### config.mk
export PLATFORM = sky130hd
export DESIGN_NAME = adc_seq_ctrl
export DESIGN_NICKNAME = d
export VERILOG_FILES = /design/src/rtl/adc_seq_pkg.sv /design/src/rtl/adc_seq_regs.sv /design/src/rtl/adc_seq_fsm.sv /design/src/rtl/adc_seq_irq.sv /design/src/rtl/adc_seq_ctrl.sv
export SDC_FILE = /design/constraint.sdc
export NUM_CORES = 1
export LEC_CHECK = 0
export CAP_MARGIN = 10
export CORE_ASPECT_RATIO = 1.2
export CORE_UTILIZATION = 62
export CTS_CLUSTER_DIAMETER = 40
export CTS_CLUSTER_SIZE = 12
export DETAILED_ROUTE_END_ITERATION = 8
export GPL_ROUTABILITY_DRIVEN = 0
export PLACE_DENSITY = 0.94
export SYNTH_ARGS = -nofsm -noshare
export SYNTH_HDL_FRONTEND = slang
export SYNTH_SLANG_ARGS = --single-unit
export TNS_END_PERCENT = 10
### constraint.sdc
create_clock -name clk -period 4.1 [get_ports clk]
set_input_delay 0.615 -clock clk [delete_from_list [all_inputs] [get_ports clk]]
set_output_delay 0.615 -clock clk [all_outputs]
set_load 0.02 [all_outputs]
### src/rtl/adc_seq_pkg.sv
package adc_seq_pkg;

    typedef enum logic [2:0] {
        S_IDLE,
        S_PICK,
        S_ACQ,
        S_CONV,
        S_WAIT,
        S_STORE
    } seq_state_e;

    localparam logic [7:0] OFS_STAT  = 8'h00;
    localparam logic [7:0] OFS_CTRL  = 8'h04;
    localparam logic [7:0] OFS_CHSEL = 8'h08;
    localparam logic [7:0] OFS_IEN   = 8'h28;
    localparam logic [7:0] OFS_IST   = 8'h38;
    localparam logic [7:0] OFS_RES   = 8'h80;

    localparam int BIT_RUN     = 16;
    localparam int BIT_MODE_LO = 18;
    localparam int BIT_CAL     = 23;

    localparam logic [1:0] MODE_SINGLE = 2'b00;

endpackage

### src/rtl/adc_seq_regs.sv
module adc_seq_regs
    import adc_seq_pkg::*;
#(
    parameter int NCH    = 16,
    parameter int RES_W  = 12,
    parameter int ACQ_W  = 16,
    parameter int ADDR_W = 8,
    parameter int DATA_W = 32
) (
    input  logic              clk,
    input  logic              rst_n,
    input  logic              wr_en,
    input  logic [ADDR_W-1:0] wr_addr,
    input  logic [DATA_W-1:0] wr_data,
    input  logic [ADDR_W-1:0] rd_addr,
    output logic [DATA_W-1:0] rd_data,
    input  logic              busy,
    input  logic              clr_run,
    input  logic              store_we,
    input  logic [((NCH > 1) ? $clog2(NCH) : 1)-1:0] store_ch,
    input  logic [RES_W-1:0]  store_data,
    output logic              run_en,
    output logic [1:0]        run_mode,
    output logic              cal_en,
    output logic [ACQ_W-1:0]  acq_len,
    output logic [NCH-1:0]    chsel,
    output logic [NCH-1:0]    ien,
    output logic [NCH-1:0]    ists
);

    localparam int CH_W    = (NCH > 1) ? $clog2(NCH) : 1;
    localparam int RES_END = 32'(OFS_RES) + 4 * NCH;

    logic              wr_ctrl, wr_chsel, wr_ien, wr_ist;
    logic [NCH-1:0]    we_vec;
    logic [NCH-1:0]    clr_vec;
    logic [RES_W-1:0]  res_q [NCH];
    logic [ADDR_W-1:0] rd_off;
    logic [CH_W-1:0]   rd_idx;
    logic              rd_in_res;

    assign wr_ctrl  = wr_en && (wr_addr == ADDR_W'(OFS_CTRL));
    assign wr_chsel = wr_en && (wr_addr == ADDR_W'(OFS_CHSEL));
    assign wr_ien   = wr_en && (wr_addr == ADDR_W'(OFS_IEN));
    assign wr_ist   = wr_en && (wr_addr == ADDR_W'(OFS_IST));
    assign clr_vec  = wr_ist ? wr_data[NCH-1:0] : '0;

    always_ff @(posedge clk or negedge rst_n) begin
        if (!rst_n) begin
            acq_len  <= '0;
            run_en   <= 1'b0;
            run_mode <= 2'b00;
            cal_en   <= 1'b0;
        end else if (wr_ctrl && !busy) begin
            acq_len  <= wr_data[ACQ_W-1:0];
            run_en   <= wr_data[BIT_RUN];
            run_mode <= wr_data[BIT_MODE_LO+1:BIT_MODE_LO];
            cal_en   <= wr_data[BIT_CAL];
        end else if (clr_run) begin
            run_en <= 1'b0;
        end
    end

    always_ff @(posedge clk or negedge rst_n) begin
        if (!rst_n) begin
            chsel <= '0;
            ien   <= '0;
            ists  <= '0;
        end else begin
            if (wr_chsel) chsel <= wr_data[NCH-1:0];
            if (wr_ien)   ien   <= wr_data[NCH-1:0];
            ists <= (ists & ~clr_vec) | we_vec;
        end
    end

    generate
        for (genvar n = 0; n < NCH; n++) begin : g_res
            assign we_vec[n] = store_we && (store_ch == CH_W'(n));
            always_ff @(posedge clk or negedge rst_n) begin
                if (!rst_n)         res_q[n] <= '0;
                else if (we_vec[n]) res_q[n] <= store_data;
            end
        end
    endgenerate

    assign rd_off    = rd_addr - ADDR_W'(OFS_RES);
    assign rd_idx    = rd_off[CH_W+1:2];
    assign rd_in_res = (32'(rd_addr) >= 32'(OFS_RES)) && (32'(rd_addr) < RES_END)
                       && (rd_addr[1:0] == 2'b00);

    always_comb begin
        rd_data = '0;
        if (rd_addr == ADDR_W'(OFS_STAT)) begin
            rd_data[0] = busy;
        end else if (rd_addr == ADDR_W'(OFS_CTRL)) begin
            rd_data[ACQ_W-1:0]                 = acq_len;
            rd_data[BIT_RUN]                   = run_en;
            rd_data[BIT_MODE_LO+1:BIT_MODE_LO] = run_mode;
            rd_data[BIT_CAL]                   = cal_en;
        end else if (rd_addr == ADDR_W'(OFS_CHSEL)) begin
            rd_data[NCH-1:0] = chsel;
        end else if (rd_addr == ADDR_W'(OFS_IEN)) begin
            rd_data[NCH-1:0] = ien;
        end else if (rd_addr == ADDR_W'(OFS_IST)) begin
            rd_data[NCH-1:0] = ists;
        end else if (rd_in_res) begin
            rd_data[RES_W-1:0] = res_q[rd_idx];
        end
    end


    sts_set_src_chk: assert property (@(posedge clk) disable iff (!rst_n)
        ((ists & ~$past(ists)) != '0) |-> $past(store_we));


    sts_w1c_chk: assert property (@(posedge clk) disable iff (!rst_n)
        ($past(wr_ist) && !$past(store_we)) |-> ((ists & $past(wr_data[NCH-1:0])) == '0));


    single_write_chk: assert property (@(posedge clk) disable iff (!rst_n)
        $onehot0(we_vec));

endmodule

### src/rtl/adc_seq_fsm.sv
module adc_seq_fsm
    import adc_seq_pkg::*;
#(
    parameter int NCH      = 16,
    parameter int RES_W    = 12,
    parameter int ACQ_W    = 16,
    parameter int CONV_CYC = 14
) (
    input  logic             clk,
    input  logic             rst_n,
    input  logic             run_en,
    input  logic [1:0]       run_mode,
    input  logic             cal_en,
    input  logic [ACQ_W-1:0] acq_len,
    input  logic [NCH-1:0]   chsel,
    input  logic             res_valid,
    input  logic [RES_W-1:0] res_data,
    output logic             busy,
    output logic             clr_run,
    output logic             conv_sample,
    output logic             conv_req,
    output logic [((NCH > 1) ? $clog2(NCH) : 1)-1:0] conv_chan,
    output logic             conv_dummy,
    output logic             store_we,
    output logic [((NCH > 1) ? $clog2(NCH) : 1)-1:0] store_ch,
    output logic [RES_W-1:0] store_data
);

    localparam int CH_W  = (NCH > 1) ? $clog2(NCH) : 1;
    localparam int CC_W  = $clog2(CONV_CYC) + 1;
    localparam int CNT_W = (ACQ_W > CC_W) ? ACQ_W : CC_W;

    seq_state_e        state_q, state_d;
    logic [NCH-1:0]    mask_q;
    logic [CH_W-1:0]   ch_q;
    logic [CH_W-1:0]   low_idx;
    logic              cal_pend_q, dummy_q, got_q;
    logic [CNT_W-1:0]  cnt_q;
    logic [RES_W-1:0]  res_q;
    logic              cnt_zero;

    assign cnt_zero = (cnt_q == '0);

    always_comb begin
        low_idx = '0;
        for (int i = NCH - 1; i >= 0; i--) begin
            if (mask_q[i]) low_idx = CH_W'(i);
        end
    end

    always_ff @(posedge clk or negedge rst_n) begin
        if (!rst_n) state_q <= S_IDLE;
        else        state_q <= state_d;
    end

    always_comb begin
        state_d = state_q;
        unique case (state_q)
            S_IDLE:  if (run_en && run_mode == MODE_SINGLE) state_d = S_PICK;
            S_PICK:  if (cal_pend_q || mask_q != '0) state_d = S_ACQ;
                     else state_d = S_IDLE;
            S_ACQ:   if (cnt_zero) state_d = S_CONV;
            S_CONV:  if (cnt_zero) state_d = (got_q || res_valid) ? S_STORE : S_WAIT;
            S_WAIT:  if (res_valid) state_d = S_STORE;
            S_STORE: state_d = S_PICK;
            default: state_d = S_IDLE;
        endcase
    end

    always_ff @(posedge clk or negedge rst_n) begin
        if (!rst_n) begin
            mask_q     <= '0;
            ch_q       <= '0;
            cal_pend_q <= 1'b0;
            dummy_q    <= 1'b0;
            got_q      <= 1'b0;
            cnt_q      <= '0;
            res_q      <= '0;
        end else begin
            unique case (state_q)
                S_IDLE: begin
                    mask_q     <= chsel;
                    cal_pend_q <= cal_en;
                end
                S_PICK: begin
                    cnt_q <= CNT_W'(acq_len);
                    if (cal_pend_q) begin
                        dummy_q    <= 1'b1;
                        cal_pend_q <= 1'b0;
                    end else begin
                        dummy_q <= 1'b0;
                        ch_q    <= low_idx;
                    end
                end
                S_ACQ: begin
                    got_q <= 1'b0;
                    if (cnt_zero) cnt_q <= CNT_W'(CONV_CYC - 1);
                    else          cnt_q <= cnt_q - 1'b1;
                end
                S_CONV: begin
                    if (!cnt_zero) cnt_q <= cnt_q - 1'b1;
                    if (res_valid) begin
                        res_q <= res_data;
                        got_q <= 1'b1;
                    end
                end
                S_WAIT: begin
                    if (res_valid) begin
                        res_q <= res_data;
                        got_q <= 1'b1;
                    end
                end
                S_STORE: begin
                    if (!dummy_q) mask_q[ch_q] <= 1'b0;
                end
                default: ;
            endcase
        end
    end

    always_comb begin
        busy        = (state_q != S_IDLE);
        clr_run     = (state_q == S_PICK) && !cal_pend_q && (mask_q == '0);
        conv_sample = (state_q == S_ACQ);
        conv_req    = (state_q == S_CONV) && (cnt_q == CNT_W'(CONV_CYC - 1));
        conv_chan   = ch_q;
        conv_dummy  = dummy_q;
        store_we    = (state_q == S_STORE) && !dummy_q;
        store_ch    = ch_q;
        store_data  = res_q;
    end


    req_after_acq_chk: assert property (@(posedge clk) disable iff (!rst_n)
        conv_req |-> $past(conv_sample));


    sel_in_mask_chk: assert property (@(posedge clk) disable iff (!rst_n)
        (conv_sample && !conv_dummy) |-> mask_q[ch_q]);


    sample_then_req_chk: assert property (@(posedge clk) disable iff (!rst_n)
        $fell(conv_sample) |-> conv_req);

endmodule

### src/rtl/adc_seq_irq.sv
module adc_seq_irq #(
    parameter int NCH = 16
) (
    input  logic [NCH-1:0] ists,
    input  logic [NCH-1:0] ien,
    output logic           irq
);

    assign irq = |(ists & ien);

endmodule

### src/rtl/adc_seq_ctrl.sv
module adc_seq_ctrl
    import adc_seq_pkg::*;
#(
    parameter int NCH      = 16,
    parameter int RES_W    = 12,
    parameter int ACQ_W    = 16,
    parameter int CONV_CYC = 14,
    parameter int ADDR_W   = 8,
    parameter int DATA_W   = 32
) (
    input  logic              clk,
    input  logic              rst_n,
    input  logic              wr_en,
    input  logic [ADDR_W-1:0] wr_addr,
    input  logic [DATA_W-1:0] wr_data,
    input  logic [ADDR_W-1:0] rd_addr,
    output logic [DATA_W-1:0] rd_data,
    output logic              conv_sample,
    output logic              conv_req,
    output logic [((NCH > 1) ? $clog2(NCH) : 1)-1:0] conv_chan,
    output logic              conv_dummy,
    input  logic              res_valid,
    input  logic [RES_W-1:0]  res_data,
    output logic              irq
);

    localparam int CH_W = (NCH > 1) ? $clog2(NCH) : 1;

    logic             busy, clr_run, store_we, run_en, cal_en;
    logic [1:0]       run_mode;
    logic [CH_W-1:0]  store_ch;
    logic [RES_W-1:0] store_data;
    logic [ACQ_W-1:0] acq_len;
    logic [NCH-1:0]   chsel, ien, ists;

    adc_seq_regs #(
        .NCH(NCH), .RES_W(RES_W), .ACQ_W(ACQ_W), .ADDR_W(ADDR_W), .DATA_W(DATA_W)
    ) u_regs (
        .clk(clk), .rst_n(rst_n),
        .wr_en(wr_en), .wr_addr(wr_addr), .wr_data(wr_data),
        .rd_addr(rd_addr), .rd_data(rd_data),
        .busy(busy), .clr_run(clr_run),
        .store_we(store_we), .store_ch(store_ch), .store_data(store_data),
        .run_en(run_en), .run_mode(run_mode), .cal_en(cal_en), .acq_len(acq_len),
        .chsel(chsel), .ien(ien), .ists(ists)
    );

    adc_seq_fsm #(
        .NCH(NCH), .RES_W(RES_W), .ACQ_W(ACQ_W), .CONV_CYC(CONV_CYC)
    ) u_fsm (
        .clk(clk), .rst_n(rst_n),
        .run_en(run_en), .run_mode(run_mode), .cal_en(cal_en),
        .acq_len(acq_len), .chsel(chsel),
        .res_valid(res_valid), .res_data(res_data),
        .busy(busy), .clr_run(clr_run),
        .conv_sample(conv_sample), .conv_req(conv_req),
        .conv_chan(conv_chan), .conv_dummy(conv_dummy),
        .store_we(store_we), .store_ch(store_ch), .store_data(store_data)
    );

    adc_seq_irq #(.NCH(NCH)) u_irq (
        .ists(ists), .ien(ien), .irq(irq)
    );


    run_selfclr_chk: assert property (@(posedge clk) disable iff (!rst_n)
        $fell(busy) |-> !run_en);


    dummy_no_store_chk: assert property (@(posedge clk) disable iff (!rst_n)
        (conv_dummy && busy) |-> !store_we);

endmodule

==> results_dict.tcl, run 1 <==
set metrics [dict create \
    status "complete, no violations" \
    startpoint_type "input port" \
    drt_first_pass_iters 6 \
    synthDistinctLibCells 63 \
    clkLatencyLatePin_ns 0.52 \
    synthMuxAreaShare 0.290 \
    setup_violations 0 \
    drive_gt1_frac 0.357 \
    syn_avg_cell_area_um2 13.1 \
    wl_met2_um 20500 \
    max_freq_mhz 249 \
    hpwlAfterDp_um 26600 \
    synth_area_leaders "dfrtp_1 52%, mux2_2 21%, mux4_2 7.2%" \
    floorplan.rows 62 \
    grt_pass1_wl_um 67200 \
    synth-async-reset-ratio 1.00 \
    start_util 0.630 \
    wirelength_um 43700 \
    synth_top_family_by_area "multiplexers" \
    critPathArrivalTime_ns 3.40 \
    cap_violations 0 \
    fill_cells 1354 \
    synth_compound_area_frac 0.0879 \
    slew_viol_final 0 \
    endpoint_kind "output pin" \
    power_frac_clock 0.356 \
    synthAdderAreaFrac 0.00166 \
    hold_viol 0 \
    finClkSkew_ns 0.0191 \
    drc 0 \
    highest_layer "met5" \
    drt_iter0_markers 1190 \
    synth_seq_cells 314 \
    peakVddDrop_mv 0.430 \
    clockBufferDepth 3 \
    power_frac_comb 0.207 \
    grt_max_degree 109 \
    slew_headroom 0.362 \
    synth-xor-area-share 0 \
    layout_setup_ws_ns 0.0872 \
    cp.required_ns 3.48 \
    worst-path-max-fanout 21 \
    pwr-share-seq 0.438 \
    power.leakage_nw 8.24 \
    yosys_warnings 0 \
    clockRootBuffer "clkbuf_16" \
    grtUsageTotal 0.364 \
    whs_ns 0.170 \
    rsz0062_at_grt "false" \
    grt_pass1_vias 11600 \
    numCtsBuffers 37 \
    die_h_um 173 \
    antenna_found_initial 3 \
    wl_per_cell_um 27.8 \
    synth_top_cell_area_share 0.522 \
    synth-edff-count 0 \
    p_sw_mw 2.93 \
    m1WireLength_um 15100 \
    dr_wl_met3_um 4830 \
    globalRouteOverflowTotal 0 \
    cts_tree "built" \
    nNetsFinal 1298 \
    die_w_um 144 \
    period_needed_ns 4.01 \
    regArea_mm2 0.00786 \
    vias 11000 \
    pwr_density_cell_mw_per_mm2 504 \
    final.period_utilization 0.979 \
    io_pins 104 \
    synth_ff_type "dfrtp_1" \
    clkTransAtPathRegs_ns 0.06 \
    total_power_mw 8.82 \
    worstSetupPathType "input port to output pin" \
    yosys.area.top_type "dfrtp_1" \
    place_ws_ns 0.208 \
    vias_per_cell 7.01 \
    antenna_left 0 \
    core-area_mm2 0.0239 \
    p_sw_frac 0.332 \
    tns_ns 0 \
    syn_to_final_growth_pct 16.2 \
    h-tree-depth 2 \
    tightest_slew_ns 0.955 \
    ys_seq_area_frac 0.522 \
    cts_num_sinks 314 \
    synth_cells 1149 \
    multiInputGateArea_mm2 0.00678 \
    synth-simple-area-share 0.0664 \
    p_int_mw 5.89 \
    hold_path_class "input port to async pin" \
    dieArea_mm2 0.0249 \
    cts_hold_buffers 0 \
    synth.cell_area_mm2 0.0151 \
    portBuffers 79 \
]
[state kept, by name, indices dropped and copies added, names as in the netlist, 4 cells and up]
register / count
u_regs.res_q: 192
u_fsm.cnt_q: 16
u_fsm.mask_q: 16
u_regs.acq_len: 16
u_regs.chsel: 16
u_regs.ien: 16
u_regs.ists: 16
u_fsm.store_data: 12
u_fsm.conv_chan: 4
[logic make-up (layout without fill, tap and decap cells)]
logic type / Yosys count / count (layout)
mux: 341 / 341
flops: 314 / 314
simple gates: 196 / 196
compound gates: 186 / 186
buf+inv: 109 / 200
fa+ha+maj: 2 / 2
other cells: 1 / 13
[layout by cell type (no fill, tap or decap), drive strengths merged, types with 6 or more instances in the layout]
cell / count
a21o: 6
a21oi: 14
a222oi: 9
a22o: 44
buf: 53
clkbuf: 45
clkdlybuf4s50: 76
clkinv: 7
conb: 12
dfrtp: 314
inv: 14
mux2: 279
mux2i: 14
mux4: 48
nand2: 57
nand2b: 12
nand3: 6
nor2: 43
nor2b: 9
nor3: 16
nor4: 16
nor4b: 6
o21ai: 66
o31ai: 7
or4: 7
[cell usage after synthesis, types with 13 or more instances]
library cell	number
o21ai_0	62
nand2_1	57
inv_1	13
a21oi_1	14
a22o_1	44
mux4_2	48
nor2_1	43
mux2i_1	14
dfrtp_1	314
clkbuf_1	66
mux2_2	277
nor4_1	16
nor3_1	15
[stage by stage]
step	utilization	instances	area, um2
2_1_floorplan	-	1160	15100
3_3_place_gp	0.683	1513	16300
3_5_place_dp	0.683	1513	16300
4_1_cts	0.732	1571	17500
5_1_grt	0.732	1571	17500
6_report	0.732	1572	17500
[area by class of cell]
class / instances / share of cell area
flip-flops and latches: 314 / 0.449
well taps: 320 / 0.0229
clock buffers: 45 / 0.0594
repair buffers: 129 / 0.0708
inverters: 13 / 0.00279
diodes: 1 / 0.000143
multi-input cells: 737 / 0.388
clock inverters: 13 / 0.00701
[per-layer routing]
metal / up-vias / GRT usage
met5: - / 0
met4: 6 / 0.250
met3: 238 / 0.112
met2: 814 / 0.557
met1: 5509 / 0.440
li1: 4447 / -
[worst paths after layout]
kind	startpoint	slack, ns	end	depth (start not counted)
worst max-delay path	rd_addr[3]	0.09	rd_data[4]	8
worst min-delay path	rst_n	0.17	u_fsm.mask_q[2]$_DFFE_PN0P_	1
worst max register to register	u_fsm.cnt_q[0]$_DFFE_PN0P_	1.25	u_fsm.cnt_q[11]$_DFFE_PN0P_	7
worst min register to register	u_fsm.cnt_q[13]$_DFFE_PN0P_	0.50	u_fsm.cnt_q[13]$_DFFE_PN0P_	1
max in group asynchronous	rst_n	2.78	u_regs.res_q[125]$_DFFE_PN0P_	3
min in group clk	u_fsm.cnt_q[13]$_DFFE_PN0P_	0.50	u_fsm.cnt_q[13]$_DFFE_PN0P_	1
[power groups by stage]
| stage | Clock, mW | Combinational, mW | Sequential (mW) |
|---|---|---|---|
| 2_1_floorplan | 0 | 1.44 | 3.58 |
| 3_5_place_dp | 0 | 1.75 | 3.88 |
| 5_1_grt | 3.29 | 1.98 | 3.91 |
| 4_1_cts | 3.15 | 1.78 | 3.84 |
| 6_report | 3.14 | 1.82 | 3.86 |
| 3_3_place_gp | 0 | 1.69 | 3.84 |
[repair_timing]
item,4_1_cts,5_1_grt
hold endpoints to repair,0,0
setup endpoints to repair,0,1
buffers inserted,0,0
resized for setup,0,1
[worst max-delay path: stages]
cell	delay, ns
clkdlybuf4s50_1	0.50
buf_12	0.20
buf_4	0.25
mux4_2	0.32
mux2_2	0.30
a222oi_1	0.43
o21ai_0	0.20
clkdlybuf4s50_1	0.58
Power figures use the tool's default switching activity.
==> run 2: changes to the inputs <==
--- a/config.mk
+++ b/config.mk
@@ -5,15 +5,18 @@
 export SDC_FILE = /design/constraint.sdc
 export NUM_CORES = 1
 export LEC_CHECK = 0
-export CAP_MARGIN = 10
+export CAP_MARGIN = 20
+export CELL_PAD_IN_SITES_DETAIL_PLACEMENT = 1
+export CELL_PAD_IN_SITES_GLOBAL_PLACEMENT = 1
 export CORE_ASPECT_RATIO = 1.2
-export CORE_UTILIZATION = 62
+export CORE_UTILIZATION = 53
 export CTS_CLUSTER_DIAMETER = 40
 export CTS_CLUSTER_SIZE = 12
 export DETAILED_ROUTE_END_ITERATION = 8
 export GPL_ROUTABILITY_DRIVEN = 0
-export PLACE_DENSITY = 0.94
+export PLACE_DENSITY = 0.95
 export SYNTH_ARGS = -nofsm -noshare
 export SYNTH_HDL_FRONTEND = slang
+export SYNTH_HIERARCHICAL = 1
 export SYNTH_SLANG_ARGS = --single-unit
 export TNS_END_PERCENT = 10
==> results_dict.tcl, run 2 <==
set metrics [dict create \
    clockRootBuffer "clkbuf_16" \
    grtUsageTotal 0.392 \
    synth_ff_type "dfrtp_1" \
    die_h_um 189 \
    worstSetupPathType "input port to output pin" \
    vias 11900 \
    yosys.area.top_type "dfrtp_1" \
    clockBufferDepth 3 \
    wirelength_um 56200 \
    clkTransAtPathRegs_ns 0.06 \
    hold_viol 0 \
    max_freq_mhz 247 \
    ys_seq_area_frac 0.510 \
    final_cell_mix "314 x dfrtp_1, 258 x mux2_2, 76 x clkdlybuf4s50_1" \
    fill_cells 2691 \
    cp.required_ns 3.48 \
    final_common_cell "dfrtp_1" \
    r2r_end "u_regs/res_q[178]$_DFFE_PN0P_" \
    instances_no_fill 1697 \
    place_inst 1628 \
    yosys_warnings 6 \
    syn_to_final_growth_pct 17.0 \
    wl_per_cell_um 33.1 \
    dieArea_mm2 0.0297 \
    antenna_left 0 \
    numCtsBuffers 40 \
    nNetsFinal 1352 \
    synth_area_leaders "dfrtp_1 51%, mux2_2 19%, mux4_2 5.9%" \
    synth-async-reset-ratio 1.00 \
    tns_ns 0 \
    slew_headroom 0.193 \
    io_pins 104 \
    drt_iter0_markers 1271 \
    synth_cells 1200 \
    rr_worst_depth 8 \
    start_util 0.537 \
    hpwlAfterDp_um 33000 \
    synth_seq_cells 314 \
    drt_first_pass_iters 8 \
    cts_num_sinks 314 \
    synth.cells.most_frequent "314 x dfrtp_1, 258 x mux2_2, 65 x nand2_1" \
    grt_pass1_vias 13200 \
    h-tree-depth 2 \
    slowest_delay_ns 0.79 \
    cap_violations 0 \
    floorplan.rows 68 \
    cts_tree "built" \
    startpoint_type "input port" \
    hold_path_class "input port to async pin" \
    synth-edff-count 0 \
    path_common_cell "clkdlybuf4s50_1" \
    synth_top_cell_area_share 0.510 \
    clkLatencyLatePin_ns 0.55 \
    synthDistinctLibCells 76 \
    vias_per_cell 6.99 \
    slowest_stage "clkdlybuf4s50_1" \
    die_w_um 158 \
    critPathArrivalTime_ns 3.43 \
    top_register "u_regs/res_q" \
    crit_chain "clkdlybuf4s50_1 -> buf_12 -> and2_1 -> buf_4 -> a22oi_1 -> a21oi_1 -> a221o_1 -> clkdlybuf4s50_1" \
    antenna_found_initial 1 \
    globalRouteOverflowTotal 0 \
    endpoint_kind "output pin" \
    grt_pass1_wl_um 85200 \
    r2r-start "u_fsm/state_q[0]$_DFFE_PN0P_" \
    r2r_slack_ns 0.62 \
    synth.cell_area_mm2 0.0154 \
    core-area_mm2 0.0287 \
    finClkSkew_ns 0.0362 \
    setup_violations 0 \
    rsz0062_at_grt "false" \
    grt_max_degree 110 \
    drc 0 \
    power.leakage_nw 8.47 \
    pwr_density_cell_mw_per_mm2 537 \
    status "complete, no violations" \
    worst-path-max-fanout 19 \
    syn_avg_cell_area_um2 12.8 \
    final.period_utilization 0.986 \
    regArea_mm2 0.00786 \
    drive_gt1_frac 0.349 \
    portBuffers 79 \
    period_needed_ns 4.04 \
    synth.most_common_cell "dfrtp_1" \
    slew_viol_final 0 \
    multiInputGateArea_mm2 0.00701 \
    tightest_slew_ns 1.21 \
    peakVddDrop_mv 0.363 \
    largest_reg_flops 192 \
]
## run 2: where the power goes
part           internal [mW]  switching [mW]
sequential              3.33           0.644
clock                   2.29            1.45
combinational          0.738            1.23
## run 2: metal layers
layer	GRT usage	routed length [um]	vias up
li1	-	-	4593
met1	0.450	19900	6153
met2	0.652	28100	824
met3	0.0890	4110	295
met4	0.264	4120	0
met5	0	0	-
## run 2: stage by stage
stage               hold WS (ns)  area (um2)  total power [mW]  setup slack [ns]  utilization
finish                    0.0875       18000              9.68            0.0576        0.628
global route               0.153       18000              9.93            0.0393        0.628
CTS                        0.118       18000              9.62            0.0842        0.628
detailed placement         0.491       16600              5.77             0.216        0.580
global placement           0.482       16600              5.57             0.300        0.580
floorplan                  0.319       15400              5.05              1.37            -
## run 2: cells by family (layout without fill, tap and decap cells)
logic type | count (synthesis) | after routing | share of synthesized area
adder cells (fa/ha/maj) | 3 | 3 | 0.00244
AND/OR/NAND/NOR | 233 | 233 | 0.0821
buffers and inverters | 108 | 208 | 0.0377
AO/OA/AOI/OAI | 212 | 212 | 0.0999
multiplexers | 329 | 329 | 0.267
other | 1 | 13 | 0.000244
flip-flops | 314 | 314 | 0.510
## run 2: worst max-delay path: cells and delay by family
kind / cells / cell delay, ns
compound gates: 3 / 0.70
buf+inv: 4 / 1.91
simple gates: 1 / 0.20
## run 2: layout make-up
class / count / area share
antenna: 1 / 0.000139
clock buffer: 46 / 0.0585
clock inverter: 22 / 0.0180
inverter: 13 / 0.00271
multi-input combinational: 789 / 0.389
sequential: 314 / 0.436
tap: 385 / 0.0267
timing repair buffer: 127 / 0.0688
## run 2: worst max path at each step
stage	endpoint	cells after the start	from
2_1_floorplan	rd_data[8]	5	rd_addr[1]
3_3_place_gp	rd_data[6]	8	rd_addr[7]
3_5_place_dp	rd_data[12]	6	rd_addr[7]
4_1_cts	rd_data[12]	6	rd_addr[7]
5_1_grt	rd_data[0]	6	rd_addr[5]
6_report	rd_data[10]	8	rd_addr[5]
## run 2: what timing repair did
action	CTS	global route
hold endpoints to repair	0	0
hold buffers	0	0
endpoints found under the setup margin	0	1
resized for setup	0	1
buffers inserted	0	0
